File: src/rtl/shuf_pkg.sv
package shuf_pkg;

  typedef enum logic {
    SEL_IDENT = 1'b0,
    SEL_PERM  = 1'b1
  } sel_e;

  // Source lane feeding output lane j of a fixed permutation.
  function automatic int unsigned perm_src(int unsigned k, int unsigned mul,
                                           int unsigned ofs, int unsigned j);
    return (j * mul + ofs) % k;
  endfunction

  // Output lane that carries input lane m (inverse permutation).
  function automatic int unsigned perm_inv(int unsigned k, int unsigned mul,
                                           int unsigned ofs, int unsigned m);
    int unsigned res;
    res = 0;
    for (int unsigned j = 0; j < k; j++) begin
      if (perm_src(k, mul, ofs, j) == m) res = j;
    end
    return res;
  endfunction

  function automatic logic [63:0] rotl(logic [63:0] v, int unsigned k, int unsigned s);
    logic [63:0] r;
    r = '0;
    for (int unsigned b = 0; b < k; b++) begin
      r[b] = v[(b + k - (s % k)) % k];
    end
    return r;
  endfunction

  function automatic logic [63:0] row_word(int unsigned k, logic [63:0] seed, int unsigned e);
    return rotl(seed, k, e % k) ^ 64'(e);
  endfunction

  function automatic logic [63:0] col_word(int unsigned k, logic [63:0] seed, int unsigned e);
    return rotl(seed, k, (e + 1) % k) ^ 64'(3 * e);
  endfunction

endpackage

File: src/rtl/lane_shuffler.sv
module lane_shuffler #(
  parameter int unsigned W      = 6,
  parameter int unsigned K      = 4,
  parameter int unsigned MUL    = 1,
  parameter int unsigned OFS    = 0,
  parameter bit          INVERT = 1'b0
) (
  input  logic           sel_i,
  input  logic [K*W-1:0] din_i,
  output logic [K*W-1:0] dout_o
);
  import shuf_pkg::*;

  sel_e mode;
  assign mode = sel_e'(sel_i);

  for (genvar j = 0; j < K; j++) begin : g_lane
    localparam int unsigned SRC = INVERT ? perm_inv(K, MUL, OFS, j)
                                         : perm_src(K, MUL, OFS, j);
    assign dout_o[j*W +: W] = (mode == SEL_PERM) ? din_i[SRC*W +: W]
                                                 : din_i[j*W +: W];
  end

endmodule

File: src/rtl/shuf_core.sv
module shuf_core #(
  parameter int unsigned W       = 6,
  parameter int unsigned K       = 4,
  parameter int unsigned ROW_MUL = 3,
  parameter int unsigned ROW_OFS = 1,
  parameter int unsigned COL_MUL = 3,
  parameter int unsigned COL_OFS = 2,
  parameter bit          REV     = 1'b0
) (
  input  logic [K-1:0]     row_sel_i,
  input  logic [K-1:0]     col_sel_i,
  input  logic [K*K*W-1:0] din_i,
  output logic [K*K*W-1:0] dout_o
);
  localparam int unsigned BLK = K * K * W;

  logic [BLK-1:0] row_in, row_out, col_in, col_out;

  // Stage ordering: forward runs rows then columns; reverse undoes columns first.
  if (REV) begin : g_rev_order
    assign col_in = din_i;
    assign row_in = col_out;
    assign dout_o = row_out;
  end else begin : g_fwd_order
    assign row_in = din_i;
    assign col_in = row_out;
    assign dout_o = col_out;
  end

  for (genvar x = 0; x < K; x++) begin : g_row
    lane_shuffler #(
      .W(W), .K(K), .MUL(ROW_MUL), .OFS(ROW_OFS + x), .INVERT(REV)
    ) i_row (
      .sel_i  (row_sel_i[x]),
      .din_i  (row_in[x*K*W +: K*W]),
      .dout_o (row_out[x*K*W +: K*W])
    );
  end

  for (genvar y = 0; y < K; y++) begin : g_col
    logic [K*W-1:0] gath, scat;
    for (genvar i = 0; i < K; i++) begin : g_pick
      assign gath[i*W +: W]          = col_in[(i*K + y)*W +: W];
      assign col_out[(i*K + y)*W +: W] = scat[i*W +: W];
    end
    lane_shuffler #(
      .W(W), .K(K), .MUL(COL_MUL), .OFS(COL_OFS + y), .INVERT(REV)
    ) i_col (
      .sel_i  (col_sel_i[y]),
      .din_i  (gath),
      .dout_o (scat)
    );
  end

endmodule

File: src/rtl/shuf_ctrl.sv
module shuf_ctrl #(
  parameter int unsigned K        = 4,
  parameter int unsigned L        = 8,
  parameter int unsigned ROW_SEED = 6,
  parameter int unsigned COL_SEED = 11,
  parameter int unsigned RET_DLY  = 3
) (
  input  logic                 clk,
  input  logic                 rst_n,
  input  logic                 start_i,
  output logic [$clog2(L)-1:0] idx_o,
  output logic [K-1:0]         row_fwd_o,
  output logic [K-1:0]         col_fwd_o,
  output logic [K-1:0]         row_ret_o,
  output logic [K-1:0]         col_ret_o
);
  localparam int unsigned IW = $clog2(L);
  localparam logic [IW-1:0] LAST = IW'(L - 1);

  logic [K-1:0]  row_tbl [L];
  logic [K-1:0]  col_tbl [L];
  logic [IW-1:0] cnt_q;
  logic [IW-1:0] rd_idx;

  for (genvar e = 0; e < L; e++) begin : g_tbl
    localparam logic [63:0] RW = shuf_pkg::row_word(K, 64'(ROW_SEED), e);
    localparam logic [63:0] CW = shuf_pkg::col_word(K, 64'(COL_SEED), e);
    assign row_tbl[e] = RW[K-1:0];
    assign col_tbl[e] = CW[K-1:0];
  end

  assign rd_idx = start_i ? '0 : cnt_q;
  assign idx_o  = rd_idx;

  always_ff @(posedge clk or negedge rst_n) begin
    if (!rst_n) begin
      cnt_q     <= '0;
      row_fwd_o <= '0;
      col_fwd_o <= '0;
    end else begin
      cnt_q     <= (rd_idx == LAST) ? '0 : rd_idx + 1'b1;
      row_fwd_o <= row_tbl[rd_idx];
      col_fwd_o <= col_tbl[rd_idx];
    end
  end

  // Replay line: the return path sees each control word RET_DLY cycles later.
  logic [K-1:0] row_dly [RET_DLY];
  logic [K-1:0] col_dly [RET_DLY];

  for (genvar d = 0; d < RET_DLY; d++) begin : g_dly
    always_ff @(posedge clk or negedge rst_n) begin
      if (!rst_n) begin
        row_dly[d] <= '0;
        col_dly[d] <= '0;
      end else if (d == 0) begin
        row_dly[d] <= row_fwd_o;
        col_dly[d] <= col_fwd_o;
      end else begin
        row_dly[d] <= row_dly[(d == 0) ? 0 : d-1];
        col_dly[d] <= col_dly[(d == 0) ? 0 : d-1];
      end
    end
  end

  assign row_ret_o = row_dly[RET_DLY-1];
  assign col_ret_o = col_dly[RET_DLY-1];

endmodule

File: src/rtl/shuffle_net.sv
module shuffle_net #(
  parameter int unsigned K_LOG2   = 2,
  parameter int unsigned L        = 8,
  parameter int unsigned FW       = 6,
  parameter int unsigned BW       = 5,
  parameter int unsigned ROW_MUL  = 3,
  parameter int unsigned ROW_OFS  = 1,
  parameter int unsigned COL_MUL  = 3,
  parameter int unsigned COL_OFS  = 2,
  parameter int unsigned ROW_SEED = 6,
  parameter int unsigned COL_SEED = 11,
  parameter int unsigned RET_DLY  = 3
) (
  input  logic                               clk,
  input  logic                               rst_n,
  input  logic                               start_i,
  input  logic                               fwd_vld_i,
  input  logic [(1<<(2*K_LOG2))*FW-1:0]      fwd_data_i,
  output logic                               fwd_vld_o,
  output logic [(1<<(2*K_LOG2))*FW-1:0]      fwd_data_o,
  input  logic                               bwd_vld_i,
  input  logic [(1<<(2*K_LOG2))*BW-1:0]      bwd_data_i,
  output logic                               bwd_vld_o,
  output logic [(1<<(2*K_LOG2))*BW-1:0]      bwd_data_o
);
  localparam int unsigned K    = 1 << K_LOG2;
  localparam int unsigned IW   = $clog2(L);
  localparam int unsigned FBLK = K * K * FW;
  localparam int unsigned BBLK = K * K * BW;

  logic [K-1:0]  row_fwd, col_fwd, row_ret, col_ret;
  logic [IW-1:0] tbl_idx;

  shuf_ctrl #(
    .K(K), .L(L), .ROW_SEED(ROW_SEED), .COL_SEED(COL_SEED), .RET_DLY(RET_DLY)
  ) i_ctrl (
    .clk       (clk),
    .rst_n     (rst_n),
    .start_i   (start_i),
    .idx_o     (tbl_idx),
    .row_fwd_o (row_fwd),
    .col_fwd_o (col_fwd),
    .row_ret_o (row_ret),
    .col_ret_o (col_ret)
  );

  // Forward path: input register, two shuffle stages, output register.
  logic [FBLK-1:0] fwd_in_q, fwd_mix;
  logic            fwd_in_v;

  always_ff @(posedge clk or negedge rst_n) begin
    if (!rst_n) begin
      fwd_in_q   <= '0;
      fwd_in_v   <= 1'b0;
      fwd_data_o <= '0;
      fwd_vld_o  <= 1'b0;
    end else begin
      fwd_in_v  <= fwd_vld_i;
      fwd_vld_o <= fwd_in_v;
      if (fwd_vld_i) fwd_in_q   <= fwd_data_i;
      if (fwd_in_v)  fwd_data_o <= fwd_mix;
    end
  end

  shuf_core #(
    .W(FW), .K(K), .ROW_MUL(ROW_MUL), .ROW_OFS(ROW_OFS),
    .COL_MUL(COL_MUL), .COL_OFS(COL_OFS), .REV(1'b0)
  ) i_fwd (
    .row_sel_i (row_fwd),
    .col_sel_i (col_fwd),
    .din_i     (fwd_in_q),
    .dout_o    (fwd_mix)
  );

  // Return path: separate wires, inverse stages, delayed control.
  logic [BBLK-1:0] bwd_in_q, bwd_mix;
  logic            bwd_in_v;

  always_ff @(posedge clk or negedge rst_n) begin
    if (!rst_n) begin
      bwd_in_q   <= '0;
      bwd_in_v   <= 1'b0;
      bwd_data_o <= '0;
      bwd_vld_o  <= 1'b0;
    end else begin
      bwd_in_v  <= bwd_vld_i;
      bwd_vld_o <= bwd_in_v;
      if (bwd_vld_i) bwd_in_q   <= bwd_data_i;
      if (bwd_in_v)  bwd_data_o <= bwd_mix;
    end
  end

  shuf_core #(
    .W(BW), .K(K), .ROW_MUL(ROW_MUL), .ROW_OFS(ROW_OFS),
    .COL_MUL(COL_MUL), .COL_OFS(COL_OFS), .REV(1'b1)
  ) i_bwd (
    .row_sel_i (row_ret),
    .col_sel_i (col_ret),
    .din_i     (bwd_in_q),
    .dout_o    (bwd_mix)
  );

endmodule

File: config.mk
export PLATFORM = sky130hd
export DESIGN_NAME = shuffle_net
export DESIGN_NICKNAME = d
export VERILOG_FILES = /design/src/rtl/shuf_pkg.sv /design/src/rtl/lane_shuffler.sv /design/src/rtl/shuf_core.sv /design/src/rtl/shuf_ctrl.sv /design/src/rtl/shuffle_net.sv
export SDC_FILE = /design/constraint.sdc
export NUM_CORES = 1
export LEC_CHECK = 0
export ABC_CLOCK_PERIOD_IN_PS = 1180
export BUFFER_PORTS_ARGS = -buffer_cell sky130_fd_sc_hd__buf_2
export CAP_MARGIN = 20
export CORE_MARGIN = 3
export CORE_UTILIZATION = 30
export DETAILED_ROUTE_END_ITERATION = 16
export GPL_TIMING_DRIVEN = 0
export HOLD_SLACK_MARGIN = 0.12
export PLACE_DENSITY_LB_ADDON = 0.15
export SLEW_MARGIN = 30
export SYNTH_ARGS = -nofsm -noshare
export SYNTH_HDL_FRONTEND = slang
export SYNTH_SLANG_ARGS = --single-unit
File: constraint.sdc
create_clock -name clk -period 1.18 [get_ports clk]
set_input_delay 0.059 -clock clk [delete_from_list [all_inputs] [get_ports clk]]
set_output_delay 0.059 -clock clk [all_outputs]
set_load 0.05 [all_outputs]
==> impl_results.rst, run 1 <==
.. list-table::
   :header-rows: 1

   * - Metric
     - Value
   * - Leakage
     - 11.8 nW
   * - Vias in the first global route
     - 13500
   * - Initial cell density of the core
     - 0.305
   * - Synthesis warning total
     - 0
   * - Final setup violation count
     - 281
   * - Count of hold-fix buffers inserted at cts
     - 184
   * - Type of the setup path with the least slack
     - register to register
   * - GR Overflow Total
     - 0
   * - CTS tree
     - yes
   * - Total global routing track utilization
     - 0.189
   * - Power Density
     - 1780 mW/mm²
   * - Class of the tightest hold or removal check
     - input port to asynchronous set/reset pin
   * - Final Max Slew Viols
     - 0
   * - CTS HTree Levels
     - 2
   * - Synthesized flop and latch total
     - 381
   * - Port Buf Inserts
     - 358
   * - Antenna Nets Post-Route
     - 0
   * - Final standard cell count with taps included and fillers excluded
     - 2659
   * - Most frequent cells in the layout
     - sky130_fd_sc_hd__dfrtp_1, sky130_fd_sc_hd__mux2_2, sky130_fd_sc_hd__buf_6, sky130_fd_sc_hd__buf_2, sky130_fd_sc_hd__dlygate4sd3_1
   * - Area added between synthesis and finish
     - 65.4%
   * - Post-synth net total
     - 1386
   * - Post-Layout Inst Area
     - 0.0268 mm²
   * - WP data required
     - 1650 ps
   * - Initial detailed-routing violation count
     - 388
   * - Average wire per cell in the routed design
     - 20.7 µm
   * - CTS clk-pin slew, worst paths
     - 60 ps
   * - Final core utilization
     - 0.505
   * - Detailed placer's ending HPWL
     - 37.1 mm
   * - Cell-by-cell trace of the critical path
     - buf_12 -> buf_12 -> mux2i_4 -> o21ai_1 -> mux2_4
   * - Count of different cell masters after synthesis
     - 18
   * - Number of antenna violations at the first check in global routing
     - 1
   * - Commonest non-fill, non-tap cell in the layout
     - sky130_fd_sc_hd__dfrtp_1
   * - Maximum fanout along the worst path
     - 8
   * - Share of the clock period used by the worst path
     - 1.21
   * - Mean instance size in the synthesized netlist
     - 13.4 µm²
   * - CP max-delay cell
     - sky130_fd_sc_hd__dfrtp_1
   * - Setup crit start kind
     - register
   * - Post-route setup slack
     - -253 ps
   * - Total placed cells including tap cells
     - 2256
   * - Width of the die
     - 238 µm
   * - Via-to-Cell Ratio
     - 4.72
   * - Most numerous cell on the critical path
     - sky130_fd_sc_hd__buf_12
   * - Layout cells sized above 1
     - 0.552
   * - Peak supply drop
     - 0.00118 V
   * - Cell count after synthesis
     - 1205
   * - Final layout net count
     - 2115
   * - Sink Count
     - 381
   * - Failing checks
     - negative hold slack, negative setup slack
   * - CTS root buffer
     - sky130_fd_sc_hd__clkbuf_16
   * - Arrival time at the worst endpoint
     - 1900 ps
   * - Wire length of the first global-routing pass
     - 82.9 mm
   * - Worst Skew
     - 22.6 ps
   * - Vias
     - 12600
   * - Final hold vios
     - 281
   * - Post-detailed-placement cell area
     - 0.0190 mm²
   * - Max-cap violations
     - 0
   * - Total power
     - 47.6 mW
   * - Relative slew slack
     - 0.694
   * - Worst path bufs/invs
     - 2
   * - Placeable core region
     - 0.0530 mm²
   * - Critical path endpoint category
     - register
   * - Global placement routability congestion
     - 0.764
   * - Maximum frequency from static timing analysis
     - 0.698 GHz
   * - DRC violations left
     - 0
   * - Slew at the pin with the worst max-slew slack
     - 460 ps
   * - Setup repair after global routing missed its margin
     - yes
   * - Full die area
     - 0.0567 mm²
   * - Maximum number of pins on one net before global-route repair
     - 82
   * - CP peak stage delay
     - 430 ps
   * - First-pass detailed-route iteration total
     - 4
   * - Part of the Yosys area used for sequential elements
     - 0.589
   * - Worst-skew pair later-pin latency
     - 580 ps
   * - Result of the run
     - finished, violations left
   * - Clock period minus worst slack
     - 1430 ps
   * - Crit-path leading delay family
     - multiplexers
   * - I/O pin total
     - 359
   * - Final worst hold slack
     - -396 ps
   * - Wirelength, routed
     - 55.1 mm
   * - Fill cell total of the finished layout
     - 4588
   * - Die boundary height
     - 238 µm
   * - Deepest clock path buffer count
     - 3
   * - Post-synthesis instance area
     - 0.0162 mm²
   * - Total clock buffers created by CTS
     - 46
   * - Number of rows created at floorplan
     - 84
[per-stage QoR]
| step | hold slack (ps) | setup TNS [ps] | setup slack [ps] |
|---|---|---|---|
| 2_1_floorplan | -237 | -629 | -71.4 |
| 3_3_place_gp | 181 | -3096280 | -8040 |
| 3_5_place_dp | -55.0 | -64570 | -430 |
| 4_1_cts | -425 | -32550 | -232 |
| 5_1_grt | -416 | -41790 | -289 |
| 6_report | -396 | -24260 | -253 |
[logic make-up after synthesis]
kind of cell,after synthesis,share of synthesized area
muxes,385,0.258
AOI/OAI and AO/OA,166,0.0667
DFF,381,0.589
xor gates and xnor gates,4,0.00217
and+or+nand+nor,183,0.0541
buffers and inverters,86,0.0299
[power breakdown]
| part | internal [mW] | total, mW | switching, mW |
|---|---|---|---|
| sequential | 15.0 | 16.9 | 1.83 |
| clock | 8.33 | 14.1 | 5.82 |
| combinational | 7.63 | 16.6 | 8.92 |
| total | 31.0 | 47.6 | 16.6 |
[tightest hold or removal path, cell delays in order]
cell and delay [ps]:
sky130_fd_sc_hd__buf_8 90, sky130_fd_sc_hd__buf_12 100, sky130_fd_sc_hd__buf_12 90, sky130_fd_sc_hd__buf_12 220
[flip-flops by register name (all words and copies together) (netlist names), 2 cells and up]
signal and count:
fwd_in_q 96, i_ctrl.row_ret_o 2, i_ctrl.col_fwd_o 3, fwd_data_o 96, bwd_in_q 80, bwd_data_o 80, i_ctrl.col_dly 7, i_ctrl.row_dly 5
i_ctrl.col_ret_o 4, i_ctrl.row_fwd_o 3
[cells in the mapped netlist]
cell type                  count  area (µm²)
sky130_fd_sc_hd__o22ai_1       1        6.26
sky130_fd_sc_hd__nand3b_1      1        7.51
sky130_fd_sc_hd__buf_6         6        67.6
sky130_fd_sc_hd__clkbuf_1     16        60.1
sky130_fd_sc_hd__xor2_1        3        26.3
sky130_fd_sc_hd__nand2_1      39         146
sky130_fd_sc_hd__o21ai_0      33         165
sky130_fd_sc_hd__nand2b_1     73         457
sky130_fd_sc_hd__mux2i_1     132        1320
sky130_fd_sc_hd__a21oi_1      66         330
sky130_fd_sc_hd__o221ai_1     66         578
sky130_fd_sc_hd__nor2_1       69         259
sky130_fd_sc_hd__dfrtp_1     381        9530
sky130_fd_sc_hd__xnor2_1       1        8.76
sky130_fd_sc_hd__buf_4        14         105
sky130_fd_sc_hd__buf_2        50         250
sky130_fd_sc_hd__or2_2         1        6.26
sky130_fd_sc_hd__mux2_2      253        2850
[layer usage]
| metal | routed length [µm] | track usage |
|---|---|---|
| met5 | 0 | 0 |
| met4 | 1120 | 0.0456 |
| met3 | 2990 | 0.0448 |
| met2 | 27800 | 0.331 |
| met1 | 23200 | 0.238 |
[what timing repair did]
item                                    in CTS  in global routing
setup buffers                               84                 46
gates cloned                                 8                  6
pin swaps                                   38                 33
gates resized for setup                    705                163
endpoints found under the setup margin     358                357
hold endpoints to repair                   566                304
[cell type report]
class | instances | area [µm²] | share of cell area
clock buffers | 63 | 1290 | 0.0481
plain buffers | 80 | 816 | 0.0305
clock inverters | 21 | 216 | 0.00809
flip-flops and latches | 381 | 9540 | 0.356
diodes | 1 | 2.50 | 0.0000935
repair buffers | 685 | 6310 | 0.236
multi-input cells | 740 | 7730 | 0.289
well taps | 688 | 861 | 0.0322
[final timing paths]
check	startpoint	to	slack [ps]	cells past startpoint
min in group clk	fwd_vld_i	fwd_in_q[13]	200	4
hold reg to reg	i_ctrl.col_dly[5]	i_ctrl.col_ret_o[1]	350	0
setup / recovery	i_ctrl.row_fwd_o[1]	fwd_data_o[36]	-250	5
max in group asynchronous	rst_n	fwd_in_q[6]	550	6
setup reg to reg	i_ctrl.row_fwd_o[1]	fwd_data_o[36]	-250	5
hold / removal	rst_n	i_ctrl.col_dly[5]	-400	4
No activity file was read; power rests on OpenSTA's default activity.
==> run 2: changes to the inputs <==
Settings changed: CAP_MARGIN 20 to unset, RECOVER_POWER set to 25, SETUP_SLACK_MARGIN set to 0.15.
==> run 2 against run 1 <==
The flow still finishes with violations (negative hold slack, negative setup slack). Die area is the same. Clock skew grew 2.7 ps. Power grew 0.25%. Largest power group is now combinational cells. Highest routed layer is now met5.
==> impl_results.rst, run 2 (synthesized netlist as in run 1, its figures left out) <==
.. list-table::
   :header-rows: 1

   * - Metric
     - Value
   * - Maximum frequency from static timing analysis
     - 0.701 GHz
   * - Post-route setup slack
     - -247 ps
   * - Post-Layout Inst Area
     - 0.0272 mm²
   * - I/O pin total
     - 359
   * - Clock period minus worst slack
     - 1430 ps
   * - Commonest non-fill, non-tap cell in the layout
     - sky130_fd_sc_hd__dfrtp_1
   * - Maximum fanout along the worst path
     - 6
   * - Setup crit start kind
     - register
   * - Wirelength, routed
     - 55.8 mm
   * - Final setup violation count
     - 284
   * - Worst-skew pair later-pin latency
     - 590 ps
   * - Class of the tightest hold or removal check
     - input port to asynchronous set/reset pin
   * - Leakage
     - 11.9 nW
   * - Failing checks
     - negative hold slack, negative setup slack
   * - Final core utilization
     - 0.513
   * - Maximum number of pins on one net before global-route repair
     - 82
   * - Number of rows created at floorplan
     - 84
   * - WP data required
     - 1620 ps
   * - Full die area
     - 0.0567 mm²
   * - Sink Count
     - 381
   * - Vias in the first global route
     - 13500
   * - Arrival time at the worst endpoint
     - 1870 ps
   * - Width of the die
     - 238 µm
   * - Number of antenna violations at the first check in global routing
     - 5
   * - CTS clk-pin slew, worst paths
     - 60 ps
   * - GR Overflow Total
     - 0
   * - Placeable core region
     - 0.0530 mm²
   * - Vias
     - 12600
   * - Post-route setup TNS
     - -27270 ps
   * - Wire length of the first global-routing pass
     - 82.8 mm
   * - Global placement routability congestion
     - 0.780
   * - Top flop regs
     - fwd_data_o (96), fwd_in_q (96)
   * - Fill cell total of the finished layout
     - 4552
   * - CTS tree
     - yes
   * - Detailed placer's ending HPWL
     - 37.2 mm
   * - Reg-to-Reg End
     - fwd_data_o[30]
   * - Post-detailed-placement cell area
     - 0.0194 mm²
   * - Deepest clock path buffer count
     - 3
   * - Power Density
     - 1760 mW/mm²
   * - Count of hold-fix buffers inserted at cts
     - 181
   * - Most frequent cells in the layout
     - sky130_fd_sc_hd__dfrtp_1, sky130_fd_sc_hd__buf_6, sky130_fd_sc_hd__mux2_2, sky130_fd_sc_hd__buf_2, sky130_fd_sc_hd__dlygate4sd3_1
   * - Total global routing track utilization
     - 0.190
   * - Area added between synthesis and finish
     - 67.9%
   * - Final layout net count
     - 2110
   * - Count of cells along the worst register-to-register path
     - 5
   * - DRC violations left
     - 0
   * - Final worst hold slack
     - -623 ps
   * - Result of the run
     - finished, violations left
   * - First-pass detailed-route iteration total
     - 4
   * - Setup repair after global routing missed its margin
     - yes
   * - Critical path endpoint category
     - register
   * - R2r startpoint
     - i_ctrl.row_fwd_o[2]
   * - Port Buf Inserts
     - 358
   * - Final hold vios
     - 79
   * - Initial cell density of the core
     - 0.305
   * - Initial detailed-routing violation count
     - 419
   * - Layout cells sized above 1
     - 0.569
   * - Type of the setup path with the least slack
     - register to register
   * - Via-to-Cell Ratio
     - 4.74
   * - Share of the clock period used by the worst path
     - 1.21
   * - Die boundary height
     - 238 µm
   * - Final Max Slew Viols
     - 0
   * - Average wire per cell in the routed design
     - 21.0 µm
   * - Peak supply drop
     - 0.00105 V
   * - Worst Skew
     - 25.3 ps
   * - Total clock buffers created by CTS
     - 46
   * - Slew at the pin with the worst max-slew slack
     - 1090 ps
   * - Antenna Nets Post-Route
     - 0
   * - Worst R2R Setup Slack
     - -250 ps
   * - Relative slew slack
     - 0.274
   * - Max-cap violations
     - 0
   * - CTS HTree Levels
     - 2
   * - CTS root buffer
     - sky130_fd_sc_hd__clkbuf_16
==> run 2: what timing repair did <==
| action | 4_1_cts | 5_1_grt |
|---|---|---|
| buffers inserted | 74 | 41 |
| resized for setup | 657 | 158 |
| gates cloned | 9 | 8 |
| hold endpoints to repair | 362 | 169 |
| setup endpoints to repair | 360 | 415 |
| pin swaps | 47 | 53 |
==> run 2: worst max-delay path by stage <==
| stage | start | endpoint | slack (ps) | cells after the start |
|---|---|---|---|---|
| after CTS | i_ctrl.row_fwd_o[0] | fwd_data_o[23] | -260 | 5 |
| after global placement | rst_n | fwd_in_q[56] | -8040 | 1 |
| after floorplan | i_ctrl.row_fwd_o[0] | fwd_data_o[23] | -70 | 5 |
| after detailed placement | i_ctrl.row_fwd_o[0] | fwd_data_o[43] | -450 | 5 |
| final | i_ctrl.row_fwd_o[2] | fwd_data_o[30] | -250 | 5 |
| after global routing | i_ctrl.row_fwd_o[0] | fwd_data_o[11] | -320 | 6 |
==> run 2: metrics by stage <==
| step | cells | hold WS (ps) | setup WS [ps] | total power [mW] |
|---|---|---|---|---|
| 3_5_place_dp | 2256 | -23.7 | -452 | 28.2 |
| 6_report | 2656 | -623 | -247 | 47.7 |
| 5_1_grt | 2654 | -628 | -320 | 49.8 |
| 3_3_place_gp | 2251 | 182 | -8040 | 28.1 |
| 2_1_floorplan | 1205 | -237 | -71.3 | 24.6 |
| 4_1_cts | 2603 | -651 | -256 | 46.9 |
==> run 2: area by class of cell <==
class                           count  area (µm²)  share of cell area
Multi-Input combinational cell    738        8060               0.297
Tap cell                          688         861              0.0317
Clock inverter                     13         136             0.00502
Antenna cell                        4        10.0            0.000369
Clock buffer                       70        1290              0.0475
Buffer                             86         980              0.0361
Sequential cell                   381        9540               0.351
Timing Repair Buffer              676        6280               0.231
==> run 2: worst max-delay path: stages, from the launching register on <==
cell and delay [ps]:
sky130_fd_sc_hd__dfrtp_2 440, sky130_fd_sc_hd__buf_12 130, sky130_fd_sc_hd__buf_16 130, sky130_fd_sc_hd__mux2i_4 250, sky130_fd_sc_hd__a21oi_2 80, sky130_fd_sc_hd__mux2_4 260
==> run 2: layer usage <==
| metal | vias to the layer above | part of all wire | GRT usage | routed length [µm] |
|---|---|---|---|---|
| met5 | - | 0.00038 | 0 | 21 |
| met4 | 4 | 0.019 | 0.0487 | 1050 |
| met3 | 73 | 0.055 | 0.0448 | 3090 |
| met2 | 318 | 0.50 | 0.326 | 28000 |
| met1 | 6376 | 0.42 | 0.241 | 23600 |
| li1 | 5821 | - | - | - |
==> run 2: report_power, final <==
part	internal, mW	switching, mW
combinational	7.97	9.10
clock	7.98	5.72
sequential	15.0	1.88
